===== config.mk =====
export PLATFORM = sky130hd
export DESIGN_NAME = err_first_capture
export DESIGN_NICKNAME = d
export VERILOG_FILES = /design/src/rtl/efc_pkg.sv /design/src/rtl/efc_capture.sv /design/src/rtl/efc_readout.sv /design/src/rtl/err_first_capture.sv
export SDC_FILE = /design/constraint.sdc
export NUM_CORES = 1
export LEC_CHECK = 0
export ABC_AREA = 1
export CAP_MARGIN = 20
export CORE_UTILIZATION = 30
export CTS_CLUSTER_DIAMETER = 80
export DETAILED_ROUTE_END_ITERATION = 8
export GPL_TIMING_DRIVEN = 0
export SETUP_SLACK_MARGIN = 0.15
export SLEW_MARGIN = 10
export SYNTH_ARGS = -nofsm -noshare
export SYNTH_HDL_FRONTEND = slang
export SYNTH_HIERARCHICAL = 1
export SYNTH_SLANG_ARGS = --single-unit

===== constraint.sdc =====
create_clock -name clk -period 2.8 [get_ports clk]
set_clock_uncertainty 0.15 [all_clocks]
set_input_delay 0.7 -clock clk [delete_from_list [all_inputs] [get_ports clk]]
set_output_delay 0.7 -clock clk [all_outputs]
set_load 0.01 [all_outputs]

===== src/rtl/efc_pkg.sv =====
// Package: shared widths and read-select encoding for the first-error capture unit.
// Assumes the read word is at least as wide as the address field.
package efc_pkg;
    localparam int ADDR_W = 32;
    localparam int CMD_W  = 4;
    localparam int TYPE_W = 2;
    localparam int MID_W  = 3;
    localparam int DATA_W = 32;

    typedef enum logic [1:0] {
        SEL_ADDR   = 2'd0,
        SEL_CMD    = 2'd1,
        SEL_MASTER = 2'd2,
        SEL_FLAG   = 2'd3
    } rd_sel_e;

    typedef struct packed {
        logic [ADDR_W-1:0] addr;
        logic [TYPE_W-1:0] xtype;
        logic [CMD_W-1:0]  cmd;
        logic [MID_W-1:0]  master;
        logic              held;
    } err_rec_t;
endpackage


===== src/rtl/efc_capture.sv =====
// Module: efc_capture
// Holds the first error record taken after power-on reset and locks against later errors.
// Assumes err_valid is a single-cycle pulse. por_n is a synchronous active-low reset and is
// the only thing that clears the record.
module efc_capture
    import efc_pkg::*;
#(
    parameter int AW = ADDR_W,
    parameter int CW = CMD_W,
    parameter int TW = TYPE_W,
    parameter int MW = MID_W
) (
    input  logic          clk,
    input  logic          por_n,
    input  logic          err_valid,
    input  logic [AW-1:0] err_addr,
    input  logic [CW-1:0] err_cmd,
    input  logic [TW-1:0] err_type,
    input  logic [MW-1:0] err_master_id,
    input  logic          host_mode,
    output logic [AW-1:0] addr_q,
    output logic [CW-1:0] cmd_q,
    output logic [TW-1:0] type_q,
    output logic [MW-1:0] master_q,
    output logic          held_q
);
    logic take;

    // Purpose: a capture happens only while nothing is held yet.
    always_comb take = err_valid && !held_q;

    // Purpose: store address, command and type on the first error; cleared only by power-on reset.
    always_ff @(posedge clk) begin
        if (!por_n) begin
            addr_q <= '0;
            cmd_q  <= '0;
            type_q <= '0;
        end else if (take) begin
            addr_q <= err_addr;
            cmd_q  <= err_cmd;
            type_q <= err_type;
        end
    end

    // Purpose: store the master number only when capturing in host-bridge mode.
    always_ff @(posedge clk) begin
        if (!por_n) begin
            master_q <= '0;
        end else if (take && host_mode) begin
            master_q <= err_master_id;
        end
    end

    // Purpose: sticky held flag, set by the capture and cleared by power-on reset.
    always_ff @(posedge clk) begin
        if (!por_n) begin
            held_q <= 1'b0;
        end else if (take) begin
            held_q <= 1'b1;
        end
    end

    AST_FIRST_ADDR: assert property (@(posedge clk) disable iff (!por_n)
        (err_valid && !held_q) |=> (held_q && addr_q == $past(err_addr)));
    AST_FIRST_CMD: assert property (@(posedge clk) disable iff (!por_n)
        (err_valid && !held_q) |=> (cmd_q == $past(err_cmd) && type_q == $past(err_type)));
    AST_MASTER_NONHOST: assert property (@(posedge clk) disable iff (!por_n)
        (!host_mode) |=> $stable(master_q));
    AST_LOCKED: assert property (@(posedge clk) disable iff (!por_n)
        held_q |=> ($stable(addr_q) && $stable(cmd_q) && $stable(type_q) && $stable(master_q)));
    AST_STICKY: assert property (@(posedge clk) disable iff (!por_n)
        held_q |=> held_q);
    AST_POR_CLEAR: assert property (@(posedge clk)
        (!por_n) |=> (!held_q && addr_q == '0 && master_q == '0));
endmodule


===== src/rtl/efc_readout.sv =====
// Module: efc_readout
// Registered read mux over the held record. It gives one-cycle latency and zero-extends each field.
// Assumes DW is at least the address width. soft_rst_n and por_n both clear only this register.
module efc_readout
    import efc_pkg::*;
#(
    parameter int AW = ADDR_W,
    parameter int CW = CMD_W,
    parameter int TW = TYPE_W,
    parameter int MW = MID_W,
    parameter int DW = DATA_W
) (
    input  logic          clk,
    input  logic          por_n,
    input  logic          soft_rst_n,
    input  logic [1:0]    rd_sel,
    input  logic [AW-1:0] addr_q,
    input  logic [CW-1:0] cmd_q,
    input  logic [TW-1:0] type_q,
    input  logic [MW-1:0] master_q,
    input  logic          held_q,
    output logic [DW-1:0] rd_data
);
    logic [DW-1:0] rd_nx;

    // Purpose: choose and zero-extend the selected field.
    always_comb begin
        rd_nx = '0;
        case (rd_sel_e'(rd_sel))
            SEL_ADDR:   rd_nx[AW-1:0]     = addr_q;
            SEL_CMD:    rd_nx[CW+TW-1:0]  = {type_q, cmd_q};
            SEL_MASTER: rd_nx[MW-1:0]     = master_q;
            default:    rd_nx[0]          = held_q;
        endcase
    end

    // Purpose: register the read word; either reset clears only this register.
    always_ff @(posedge clk) begin
        if (!por_n || !soft_rst_n) begin
            rd_data <= '0;
        end else begin
            rd_data <= rd_nx;
        end
    end

    AST_SOFT_ZERO: assert property (@(posedge clk)
        (!soft_rst_n) |=> (rd_data == '0));
    AST_FLAG_READ: assert property (@(posedge clk) disable iff (!por_n || !soft_rst_n)
        (rd_sel == 2'd3) |=> (rd_data[0] == $past(held_q) && rd_data[DW-1:1] == '0));
endmodule


===== src/rtl/err_first_capture.sv =====
// Module: err_first_capture (top)
// Records the first bus error after power-on reset and exposes it through a registered read port.
// Assumes one-cycle error pulses from an external detector.
module err_first_capture
    import efc_pkg::*;
(
    input  logic              clk,
    input  logic              por_n,
    input  logic              soft_rst_n,
    input  logic              err_valid,
    input  logic [ADDR_W-1:0] err_addr,
    input  logic [CMD_W-1:0]  err_cmd,
    input  logic [TYPE_W-1:0] err_type,
    input  logic [MID_W-1:0]  err_master_id,
    input  logic              host_mode,
    input  logic [1:0]        rd_sel,
    output logic [DATA_W-1:0] rd_data,
    output logic              err_flag
);
    logic [ADDR_W-1:0] addr_q;
    logic [CMD_W-1:0]  cmd_q;
    logic [TYPE_W-1:0] type_q;
    logic [MID_W-1:0]  master_q;
    logic              held_q;

    efc_capture #(.AW(ADDR_W), .CW(CMD_W), .TW(TYPE_W), .MW(MID_W)) u_cap (
        .clk(clk), .por_n(por_n), .err_valid(err_valid), .err_addr(err_addr),
        .err_cmd(err_cmd), .err_type(err_type), .err_master_id(err_master_id),
        .host_mode(host_mode), .addr_q(addr_q), .cmd_q(cmd_q), .type_q(type_q),
        .master_q(master_q), .held_q(held_q)
    );

    efc_readout #(.AW(ADDR_W), .CW(CMD_W), .TW(TYPE_W), .MW(MID_W), .DW(DATA_W)) u_rd (
        .clk(clk), .por_n(por_n), .soft_rst_n(soft_rst_n), .rd_sel(rd_sel),
        .addr_q(addr_q), .cmd_q(cmd_q), .type_q(type_q), .master_q(master_q),
        .held_q(held_q), .rd_data(rd_data)
    );

    // Purpose: the status flag follows the held state.
    always_comb err_flag = held_q;
endmodule


==> results of run 1 <==
==> flip-flops by register name, summed over array words and instances, names as in the netlist <==
| signal | cells |
|---|---|
| u_cap/held_q | 1 |
| u_cap/type_q | 2 |
| u_rd/rd_data | 32 |
| u_cap/master_q | 3 |
| u_cap/addr_q | 32 |
| u_cap/cmd_q | 4 |
==> kinds of logic (layout without fill, tap and decap cells) <==
logic type	Yosys count	after routing	synth area share [%]
AO/OA/AOI/OAI	43	43	8.635
flip-flops	74	74	58.76
AND/OR/NAND/NOR	143	143	22.53
buffers and inverters	51	147	10.07
==> layout make-up <==
class / count / area share [%]
repair buffers: 80 / 21.81
plain buffers: 14 / 3.135
inverters: 37 / 3.782
clock inverters: 5 / 2.112
clock buffers: 11 / 3.850
multi-input cells: 186 / 21.40
flip-flops and latches: 74 / 40.34
well taps: 105 / 3.578
==> stage by stage <==
stage	total power [mW]	instance area, um2
6_report	2.257	3672
5_1_grt	2.375	3672
4_1_cts	2.294	3672
3_5_place_dp	1.388	3453
3_3_place_gp	1.384	3453
2_1_floorplan	1.273	2521
==> per-layer routing <==
layer / wire, um / part of all wire, %
met1: 2598 / 47
met5: 0 / 0
met2: 2518 / 46
met4: 42 / 0.76
met3: 339 / 6.2
==> cell usage in the layout, fill, tap and decap left out <==
cell / n
a21oi_1: 3
o21ai_0: 30
nor2_4: 1
clkinv_2: 2
nand2_1: 20
nor2_1: 110
clkdlybuf4s50_1: 80
nor2_2: 1
o21ai_1: 9
bufinv_16: 2
inv_2: 1
clkbuf_1: 5
o21a_1: 1
nand2_2: 1
buf_6: 8
clkbuf_8: 10
dfxtp_1: 74
inv_1: 36
nand2_4: 1
clkinvlp_4: 1
buf_2: 2
nand3_1: 9
==> path summary, 6_finish.rpt <==
path | endpoint | cells past startpoint | slack (ps) | start
worst min register to register | u_rd/rd_data[18]$_SDFF_PP0_ | 2 | 280 | u_cap/addr_q[18]$_SDFFE_PN0P_
worst min-delay path | u_rd/rd_data[18]$_SDFF_PP0_ | 2 | 280 | u_cap/addr_q[18]$_SDFFE_PN0P_
worst max-delay path | err_flag | 1 | 690 | u_cap/held_q$_SDFFE_PN0P_
worst max register to register | u_cap/addr_q[3]$_SDFFE_PN0P_ | 5 | 1470 | u_cap/held_q$_SDFFE_PN0P_
==> power groups by stage <==
stage | logic, mW | clock network, mW | registers, mW
after floorplan | 0.121 | 0 | 1.15
after CTS | 0.237 | 0.929 | 1.13
final | 0.234 | 0.895 | 1.13
after global routing | 0.265 | 0.975 | 1.13
after global placement | 0.233 | 0 | 1.15
after detailed placement | 0.236 | 0 | 1.15
==> results.txt, run 1 <==
Status: finished, final reports clean
Setup TNS: 0 ps
WP data arrival: 1260 ps
Worst Setup End Kind: primary output
Area grow syn2layout: 45.66%
Yosys cell types: 17
Vias in the first global route: 1927
Layout cells sized above 1: 7.371%
Slew Viols, Final: 0
Filler Cell Count: 837
LEAKAGE: 1.504 nW
WHS: 276.1 ps
Syn nets: 359
Port bufs: 80
Cell area after synthesis: 2521 um2
Clock power frac: 39.6%
Global-route wire length before repair: 8901 um
ANT nets after route: 0
Met1 Usage GRT: 15.97%
Post-synthesis sequential area ratio: 58.76%
Sink Count: 74
Met3 GRT Util: 5.421%
I/O pin count: 81
Pint: 1.753 mW
Top FF cell, synth: dfxtp_1
Initial core utilization: 30.84%
YS warnings: 6
Violation count after the first detailed-routing iteration: 56
Tcrit/Tclk final: 75.43%
Setup Buffers After CTS: 0
RSZ-0062 raised after global routing: false
Final HPWL DP: 3946 um
Synth cell count leaders: nor2_1 (110), dfxtp_1 (74), inv_1 (36)
Sequential cell area: 1481 um2
Final Hold Viols: 0
Critical Path RT: 1950 ps
DR vias/cell: 4.092
CTS Buffer Depth: 2
Sw Ratio: 22.30%
Largest net degree at the start of global routing: 13
Clock period minus worst slack: 2112 ps
Ant diodes: 0
Slowest-stage cell, CP: clkdlybuf4s50_1
Worst-path cell chain: clkdlybuf4s50_1
Number of synthesized register bits: 74
Die Y: 93.67 um
1st-pass router iterations: 6
Total gr overflow: 0
Synth top area cells: dfxtp_1 (59%), nor2_1 (16%), o21ai_0 (6.0%), inv_1 (5.4%), buf_6 (3.6%)
Most common cell in the synthesized netlist: nor2_1
Fin util: 44.92%
Row count: 33
Die width: 93.67 um
Share of the synthesized area in the top cell type: 58.76%
Startpoint Class: flop
Met2 usage: 22.55%
Min-delay worst type: reg -> reg
Final net count: 450
Worst Max-Slew Pin Slew: 389.9 ps
PD cells: 614.5 nW/um2
Multi-input gate area: 785.8 um2
FMAX: 473.5 MHz
NetSw: 0.5032 mW
Grt peak-use layer: met2
Sequential power share: 50.0%
Final setup margin: 688.0 ps
Max-cap violations: 0
Dpl cells: 496
DRT Wirelength: 5498 um
Max stage delay on crit path: 560 ps
Worst skew pair latency: 330 ps
Post-synth EDFFs: 0
H-tree depth: 3
Cts repair resizes: 0
Asr flop ratio synth: 0%
Initial antenna violation count: 0
Synth Instances: 311
Vias: 2095
Core area: 8175 um2
Final setup violating endpoints: 0
Post-placement setup slack: 479.6 ps
Slew headroom: 74.01%
Crit path max fanout: 4
Gate power share: 10.4%
Cts hold-fix bufs: 0
TritonCTS Buffers: 9
Clock transition at the registers of the reported paths: 70 ps
Mapped Avg Cell Area: 8.107 um2
DRC viols: 0
Post-DR wirelength/cell: 10.74 um
Worst Path Buf+Inv: 1
Cell family with most CP delay: buffers and inverters
Clock tree root buffer cell: clkbuf_8
Post-route insts no fill: 512
CTS tree: done
WS Path Type: reg -> out
Routability cong.: 0.7443
Die ar.: 8774 um2
Worst vdd ir: 0.3240 mV
Gr usage total: 13.66%
Area leader, netlist: dfxtp_1
No activity file was read; power rests on OpenSTA's default activity.
==> run 2, diff against run 1 <==
==> constraint.sdc (replaced) <==
create_clock -name clk -period 2.1 [get_ports clk]
set_clock_uncertainty 0.15 [all_clocks]
set_input_delay 0.525 -clock clk [delete_from_list [all_inputs] [get_ports clk]]
set_output_delay 0.525 -clock clk [all_outputs]
set_load 0.01 [all_outputs]
==> run 2 against run 1 <==
  * Sequential cell count is the same
  * Combinational power rose by 33%
  * Total power increased by 33%
  * Sequential share of layout area hardly changed
  * First-iteration DRC count did not move
  * Clock power up 33%
  * Critical path depth unchanged
  * Non-clock buffer count unchanged
  * Die area stayed put
  * Clock-buffer cell count is the same
  * Highest routed layer unchanged
==> results.txt, run 2 (same netlist as run 1, synthesis figures left out) <==
Status: finished, final reports clean
Regs by FF count: u_cap/addr_q x32, u_rd/rd_data x32, u_cap/cmd_q x4
Routability cong.: 0.7443 (unchanged)
Sw Ratio: 22.30% (about the same)
DRT Wirelength: 5498 um (unchanged)
Multi-input gate area: 785.8 um2 (unchanged)
NetSw: 0.6709 mW (+33%)
Sequential cell area: 1481 um2 (unchanged)
Max stage delay on crit path: 550 ps (about the same)
WHS: 276.1 ps (unchanged)
H-tree depth: 3 (unchanged)
Worst skew pair latency: 330 ps (about the same)
CTS tree: done
ANT nets after route: 0 (unchanged)
Post-placement setup slack: -45.39 ps (-525.0 ps)
Fin util: 44.90% (about the same)
Worst Setup End Kind: primary output
Pint: 2.337 mW (+33%)
Slew Viols, Final: 0 (unchanged)
Worst Max-Slew Pin Slew: 389.9 ps (unchanged)
Cts hold-fix bufs: 0 (unchanged)
Final HPWL DP: 3946 um (unchanged)
PD cells: 819.3 nW/um2 (+33%)
Clock tree root buffer cell: clkbuf_8
Die width: 93.67 um (unchanged)
Crit path max fanout: 1 (-3)
Post-DR wirelength/cell: 10.74 um (unchanged)
Core area: 8175 um2 (unchanged)
1st-pass router iterations: 6 (unchanged)
Final net count: 450 (unchanged)
Worst Path Buf+Inv: 1 (unchanged)
Cell family with most CP delay: buffers and inverters
R2R depth: 5 (unchanged)
Die Y: 93.67 um (unchanged)
Metal3 WL: 339 um (unchanged)
Initial core utilization: 30.84% (unchanged)
Vias: 2095 (unchanged)
Tcrit/Tclk final: 89.42%
Met1 WL: 2598 um (unchanged)
Largest net degree at the start of global routing: 13 (unchanged)
Cts repair resizes: 1 (+1)
Clock transition at the registers of the reported paths: 70 ps (about the same)
WP data arrival: 1200 ps (-60 ps)
Gr usage total: 13.66% (unchanged)
Worst path depth: 1 (unchanged)
Global-route wire length before repair: 8901 um (unchanged)
Slowest-stage cell, CP: clkdlybuf4s50_1
Sink Count: 74 (unchanged)
TritonCTS Buffers: 9 (unchanged)
DRC viols: 0 (unchanged)
Total gr overflow: 0 (unchanged)
Top sig layer: met4
Die ar.: 8774 um2 (unchanged)
Min-delay worst type: reg -> reg
Layout cells sized above 1: 7.371% (unchanged)
WHS Path Cells: 2 (unchanged)
Slew headroom: 74.01% (unchanged)
Most common cell after layout, fill and taps aside: nor2_1
Critical Path RT: 1420 ps (-530 ps)
Final Hold Viols: 0 (unchanged)
Worst vdd ir: 0.4320 mV (+33%)
Most frequent cells in the layout: nor2_1 (110), clkdlybuf4s50_1 (79), dfxtp_1 (74)
Gate power share: 10.3% (about the same)
Max-cap violations: 0 (unchanged)
Vias in the first global route: 1927 (unchanged)
Violation count after the first detailed-routing iteration: 56 (unchanged)
Sequential power share: 50.0% (about the same)
Setup TNS: 0 ps (unchanged)
FMAX: 532.5 MHz
DR vias/cell: 4.092 (unchanged)
CTS Buffer Depth: 2 (unchanged)
Clock power frac: 39.7% (about the same)
Filler Cell Count: 838 (+0.12%)
Final setup violating endpoints: 0 (unchanged)
Startpoint Class: flop
DR WL met2: 2518 um (unchanged)
Area grow syn2layout: 45.61% (about the same)
Initial antenna violation count: 0 (unchanged)
Setup Buffers After CTS: 0 (unchanged)
Final setup margin: 222.1 ps (-465.9 ps)
Worst-path cell chain: clkdlybuf4s50_1
Ant diodes: 0 (unchanged)
LEAKAGE: 1.507 nW (+0.17%)
WS Path Type: reg -> out
RSZ-0062 raised after global routing: false
I/O pin count: 81 (unchanged)
Port bufs: 80 (unchanged)
Row count: 33 (unchanged)
Clock period minus worst slack: 1878 ps
-- run 2: layer usage --
layer,vias to the layer above,GRT usage [%]
met5,-,0
met4,0,5.000
met3,7,5.421
met2,69,22.55
met1,891,15.97
li1,1128,-
-- run 2: worst paths after layout --
path,start,to,slack [ps]
worst min-delay path,u_cap/addr_q[18]$_SDFFE_PN0P_,u_rd/rd_data[18]$_SDFF_PP0_,280
worst max-delay path,u_rd/rd_data[4]$_SDFF_PP0_,rd_data[4],220
worst min register to register,u_cap/addr_q[18]$_SDFFE_PN0P_,u_rd/rd_data[18]$_SDFF_PP0_,280
worst max register to register,u_cap/held_q$_SDFFE_PN0P_,u_cap/addr_q[3]$_SDFFE_PN0P_,770
-- run 2: power groups by stage --
stage	logic, mW	clock network (mW)	registers [mW]
floorplan	0.162	0	1.54
CTS	0.315	1.24	1.50
detailed placement	0.314	0	1.54
global placement	0.310	0	1.54
global route	0.353	1.30	1.51
finish	0.311	1.19	1.50
-- run 2: through the flow --
stage / total power, mW / instance area, um2 / std cells
2_1_floorplan: 1.697 / 2521 / 311
3_3_place_gp: 1.846 / 3453 / 496
3_5_place_dp: 1.851 / 3453 / 496
4_1_cts: 3.058 / 3671 / 512
5_1_grt: 3.166 / 3671 / 512
6_report: 3.008 / 3671 / 512
-- run 2: final cells by class --
cell class                      instances  area share [%]
Buffer                                 14           3.136
Clock buffer                           11           3.851
Clock inverter                          5           2.113
Inverter                               37           3.783
Multi-Input combinational cell        186           21.40
Sequential cell                        74           40.35
Tap cell                              105           3.579
Timing Repair Buffer                   80           21.78
